===== src/rtl/wdog_pkg.sv =====
package wdog_pkg;
  localparam int unsigned SEL_W   = 3;
  localparam int unsigned N_TAPS  = 6;
  localparam int unsigned CODE_W  = 8;
  localparam logic [CODE_W-1:0] WDOG_KICK_CODE = 8'h4E;

  typedef enum logic {
    ACT_IRQ   = 1'b0,
    ACT_RESET = 1'b1
  } wd_action_e;

  // Reserved select codes collapse onto the longest tap.
  function automatic logic [SEL_W-1:0] clamp_sel(input logic [SEL_W-1:0] s);
    return (s > SEL_W'(N_TAPS - 1)) ? SEL_W'(N_TAPS - 1) : s;
  endfunction
endpackage


===== src/rtl/wdog_prescaler.sv =====
module wdog_prescaler #(
  parameter int unsigned STAGES = 25
) (
  input  logic              clk,
  input  logic              rst_n,
  input  logic              run,
  input  logic              clear,
  output logic [STAGES-1:0] cnt
);
  always_ff @(posedge clk or negedge rst_n) begin
    if (!rst_n)
      cnt <= '0;
    else if (clear || !run)
      cnt <= '0;
    else
      cnt <= cnt + 1'b1;
  end
endmodule


===== src/rtl/wdog_tap_match.sv =====
module wdog_tap_match
  import wdog_pkg::*;
#(
  parameter int unsigned STAGES = 25
) (
  input  logic [STAGES-1:0] cnt,
  input  logic [SEL_W-1:0]  sel,
  output logic              hit
);
  localparam int unsigned BASE = STAGES - 2 * (N_TAPS - 1);

  logic [N_TAPS-1:0] term;

  // Tap k reaches its terminal count when the low BASE+2k bits are all ones.
  for (genvar k = 0; k < N_TAPS; k++) begin : g_tap
    localparam int unsigned W = BASE + 2 * k;
    assign term[k] = &cnt[W-1:0];
  end

  logic [SEL_W-1:0] sel_eff;
  assign sel_eff = clamp_sel(sel);
  assign hit     = term[sel_eff];
endmodule


===== src/rtl/wdog_rst_stretch.sv =====
module wdog_rst_stretch #(
  parameter int unsigned RST_CYC = 32
) (
  input  logic clk,
  input  logic rst_n,
  input  logic fire,
  output logic active
);
  localparam int unsigned CW = (RST_CYC > 1) ? $clog2(RST_CYC) : 1;

  logic [CW-1:0] left;

  always_ff @(posedge clk or negedge rst_n) begin
    if (!rst_n) begin
      active <= 1'b0;
      left   <= '0;
    end else if (fire) begin
      active <= 1'b1;
      left   <= CW'(RST_CYC - 1);
    end else if (active) begin
      if (left == '0)
        active <= 1'b0;
      else
        left <= left - 1'b1;
    end
  end
endmodule


===== src/rtl/wdog_timer.sv =====
module wdog_timer
  import wdog_pkg::*;
#(
  parameter int unsigned STAGES  = 25,
  parameter int unsigned RST_CYC = 32
) (
  input  logic              clk,
  input  logic              rst_n,
  input  logic              cfg_we,
  input  logic              cfg_enable,
  input  logic [SEL_W-1:0]  cfg_sel,
  input  logic              cfg_mode,
  input  logic              cmd_we,
  input  logic [CODE_W-1:0] cmd_code,
  output logic              wdt_irq,
  output logic              wdt_rst
);
  logic              en_q;
  logic [SEL_W-1:0]  sel_q;
  wd_action_e        mode_q;
  logic [STAGES-1:0] cnt;
  logic              hit;
  logic              rst_busy;
  logic              cfg_acc, kick_acc, wr_clear, overflow;

  // Writes are locked out while the reset pulse runs.
  assign cfg_acc  = cfg_we && !rst_busy;
  assign kick_acc = cmd_we && !rst_busy && (cmd_code == WDOG_KICK_CODE);
  assign wr_clear = cfg_acc || kick_acc;
  assign overflow = en_q && hit && !rst_busy && !wr_clear;

  always_ff @(posedge clk or negedge rst_n) begin
    if (!rst_n) begin
      en_q   <= 1'b0;
      sel_q  <= '0;
      mode_q <= ACT_IRQ;
    end else if (cfg_acc) begin
      en_q   <= cfg_enable;
      sel_q  <= cfg_sel;
      mode_q <= wd_action_e'(cfg_mode);
    end
  end

  wdog_prescaler #(.STAGES(STAGES)) u_pre (
    .clk   (clk),
    .rst_n (rst_n),
    .run   (en_q),
    .clear (wr_clear || overflow || rst_busy),
    .cnt   (cnt)
  );

  wdog_tap_match #(.STAGES(STAGES)) u_tap (
    .cnt (cnt),
    .sel (sel_q),
    .hit (hit)
  );

  wdog_rst_stretch #(.RST_CYC(RST_CYC)) u_str (
    .clk    (clk),
    .rst_n  (rst_n),
    .fire   (overflow && (mode_q == ACT_RESET)),
    .active (rst_busy)
  );

  always_ff @(posedge clk or negedge rst_n) begin
    if (!rst_n)
      wdt_irq <= 1'b0;
    else
      wdt_irq <= overflow && (mode_q == ACT_IRQ);
  end

  assign wdt_rst = rst_busy;
endmodule


===== config.mk =====
export PLATFORM = sky130hd
export DESIGN_NAME = wdog_timer
export DESIGN_NICKNAME = d
export VERILOG_FILES = /design/src/rtl/wdog_pkg.sv /design/src/rtl/wdog_prescaler.sv /design/src/rtl/wdog_tap_match.sv /design/src/rtl/wdog_rst_stretch.sv /design/src/rtl/wdog_timer.sv
export SDC_FILE = /design/constraint.sdc
export NUM_CORES = 1
export LEC_CHECK = 0
export BUFFER_PORTS_ARGS = -buffer_cell sky130_fd_sc_hd__buf_4
export CAP_MARGIN = 20
export CORE_ASPECT_RATIO = 0.75
export CORE_MARGIN = 3
export CORE_UTILIZATION = 25
export CTS_CLUSTER_DIAMETER = 120
export DETAILED_ROUTE_END_ITERATION = 8
export GPL_ROUTABILITY_DRIVEN = 0
export PLACE_DENSITY = 0.46
export SYNTH_ARGS = -nofsm -noshare
export SYNTH_HDL_FRONTEND = slang
export SYNTH_SLANG_ARGS = --single-unit

===== constraint.sdc =====
create_clock -name clk -period 2.1 [get_ports clk]
set_input_delay 0 -clock clk [delete_from_list [all_inputs] [get_ports clk]]
set_output_delay 0 -clock clk [all_outputs]
set_load 0.005 [all_outputs]

==> impl_metrics.tcl <==
set metrics [dict create \
    synth_compound_area_frac 0.05894 \
    grt.total_usage 0.1059 \
    cts_buffers 5 \
    clkSinkCount 37 \
    min-delay-path-class "input port to register" \
    synth_top_family_by_area "simple AND/OR/NAND/NOR gates" \
    antenna_found_initial 0 \
    rsz0062_at_grt "no" \
    hold_viol 0 \
    hold_depth 5 \
    total_power_w 0.001687 \
    viasPerCell 4.261 \
    ys_warn_count 0 \
    rows 26 \
    grt_pass1_wl_um 7086 \
    synth_area_leaders "dfrtp_1 (49%), xnor2_1 (8.8%), nor2_1 (7.2%)" \
    vias 1470 \
    layout_common_cells "buf_4 (39), dfrtp_1 (37), nor2_1 (36)" \
    grt_start_max_net_pins 38 \
    fillCellCount 715 \
    synth_cell_type_count 39 \
    crit_path_end "u_pre.cnt[24]" \
    nets 267 \
    status "completed" \
    die-area_mm2 0.008647 \
    setup_tns_ns 0 \
    setup_viol 0 \
    drive_gt1_frac 0.2794 \
    synth_area_mm2 0.001889 \
    ios 19 \
    utilization 0.3644 \
    slew_viol_final 0 \
    path_max_fanout 5 \
    dpl.hpwl_um 2982 \
    rr_worst_depth 7 \
    critPathLaunchType "register" \
    synth_fa_ha_area_frac 0.02649 \
    synthMuxAreaShare 0.02980 \
    synth_top_area_frac 0.4901 \
    r2r-start "u_pre.cnt[1]" \
    placeableCoreArea_mm2 0.007059 \
    wl_per_cell_um 11.96 \
    arrival_ns 2.21 \
    ant_nets 0 \
    worst-r2r-setup-slack_ns 0.10 \
    die_width_um 106.4 \
    tightestPinTransition_ns 0.4908 \
    grt_pass1_vias 1446 \
    worst-endpoint-required_ns 2.32 \
    cts_buffer_depth 2 \
    drc_errors 0 \
    criticalPathCategory "register to register" \
    dr.pass1.iters 4 \
    rr_endpoint "u_pre.cnt[24]" \
    post-route-period-util 0.9510 \
    final_common_cell "buf_4" \
    start_util 0.2676 \
    crit_path_end_kind "register" \
    p_leak_nw 1.081 \
    area_growth_pct 36.16 \
    dr.first_iter.drc_count 62 \
    synth-xor-area-share 0.1066 \
    drv_cap 0 \
    synth_area_per_cell_um2 9.689 \
    fin_crit_ns 1.997 \
    tritoncts "done" \
    root_buffer "clkbuf_8" \
    synth.largest_area_cell "dfrtp_1" \
    fmax_mhz 500.7 \
    wl_um 4125 \
    grt_overflow 0 \
    syn_inst 195 \
    synth_nets 216 \
    vdd_drop_max_uv 236.2 \
    ys_seq_area_frac 0.4901 \
    startpoint "u_pre.cnt[1]" \
    htree_levels 2 \
    ys_seq_elements 37 \
    io_buffers 18 \
    skew_ns 0.006571 \
    die_h_um 81.29 \
    synthSimpleGateAreaFrac 0.2623 \
    n_antenna_cell 0 \
    cts.clk_slew.worst_paths_ns 0.08 \
    p_per_area_mw_per_mm2 655.7 \
    max_slew_margin 0.6728 \
    clk_latency_ns 0.29 \
]
-- kinds of logic after synthesis --
group                    count (synthesis)
buffers and inverters                   13
XOR/XNOR                                23
flip-flops                              37
AND/OR/NAND/NOR                         97
adder cells (fa/ha/maj)                  4
multiplexers                             5
AO/OA/AOI/OAI                           16
-- routing by layer --
metal  part of all wire  track usage  wire (um)
met1               0.56       0.1543       2297
met2               0.40       0.1448       1668
met3              0.024      0.03098        101
met4              0.014      0.04269         58
met5                  0            0          0
-- final cells by class --
class / count / area [um2] / area share
tap: 98 / 122.6 / 0.04767
multi-input combinational: 145 / 985.9 / 0.3833
timing repair buffer: 47 / 384.1 / 0.1493
sequential: 37 / 925.9 / 0.3599
inverter: 10 / 37.54 / 0.01459
clock buffer: 7 / 86.33 / 0.03356
clock inverter: 1 / 30.03 / 0.01167
-- synth_stat cells, drive strengths merged --
master and count:
a211oi 1, a21bo 1, a21o 1, a21oi 4, a31oi 1, and3 3, and4 2, clkbuf 3
dfrtp 37, ha 4, inv 10, mux2 5, nand2 18, nand2b 3, nand3 12, nand3b 1
nand4 5, nor2 36, nor2b 1, nor3 2, nor3b 1, nor4 5, o2111ai 1, o211ai 1
o21ai 2, o2bb2ai 1, o31a 1, o31ai 1, o41ai 1, or3 3, or4 3, or4b 2
xnor2 19, xor2 4
-- how the worst min path moves through the flow --
stage,from,to,slack (ns)
finish,cfg_we,wdt_irq,0.13
global route,cfg_we,wdt_irq,0.17
CTS,cfg_we,wdt_irq,0.12
detailed placement,rst_n,u_pre.cnt[4],0.005
global placement,rst_n,u_pre.cnt[5],0.003
floorplan,rst_n,en_q,-0.30
-- power breakdown --
| part | switching (W) | internal (W) |
|---|---|---|
| sequential | 0.0000471 | 0.000762 |
| clock | 0.000261 | 0.000388 |
| combinational | 0.000113 | 0.000116 |
| total | 0.000421 | 0.00127 |
-- stage by stage --
stage | instances | setup WS, ns | cell area [um2] | hold WS [ns]
global route | 345 | 0.01099 | 2572 | 0.1721
finish | 345 | 0.1029 | 2572 | 0.1333
detailed placement | 329 | 0.006929 | 2312 | 0.005264
floorplan | 195 | 0.03021 | 1898 | -0.2956
CTS | 343 | 0.001310 | 2512 | 0.1248
global placement | 329 | 0.05046 | 2312 | 0.003492
-- repair_timing --
item | in CTS | in global routing
endpoints found under the hold margin | 42 | 0
pin swaps | 2 | 10
resized for setup | 5 | 9
setup endpoints to repair | 1 | 31
hold buffers | 6 | 0
buffers inserted | 0 | 2
-- worst max-delay path, cell delays in order, from the launching register on --
cell and delay (ns):
dfrtp_1 0.39, ha_4 0.16, nand3_4 0.09, buf_6 0.14, or4_4 0.54, or3_1 0.32, a21bo_1 0.19, a21oi_1 0.11
-- registers in the layout (all words and copies together) (netlist names) --
| name | cells |
|---|---|
| u_pre.cnt | 25 |
| u_str.left | 5 |
| sel_q | 3 |
| en_q | 1 |
| mode_q | 1 |
| u_str.active | 1 |
| wdt_irq | 1 |
Power figures use the tool's default switching activity.
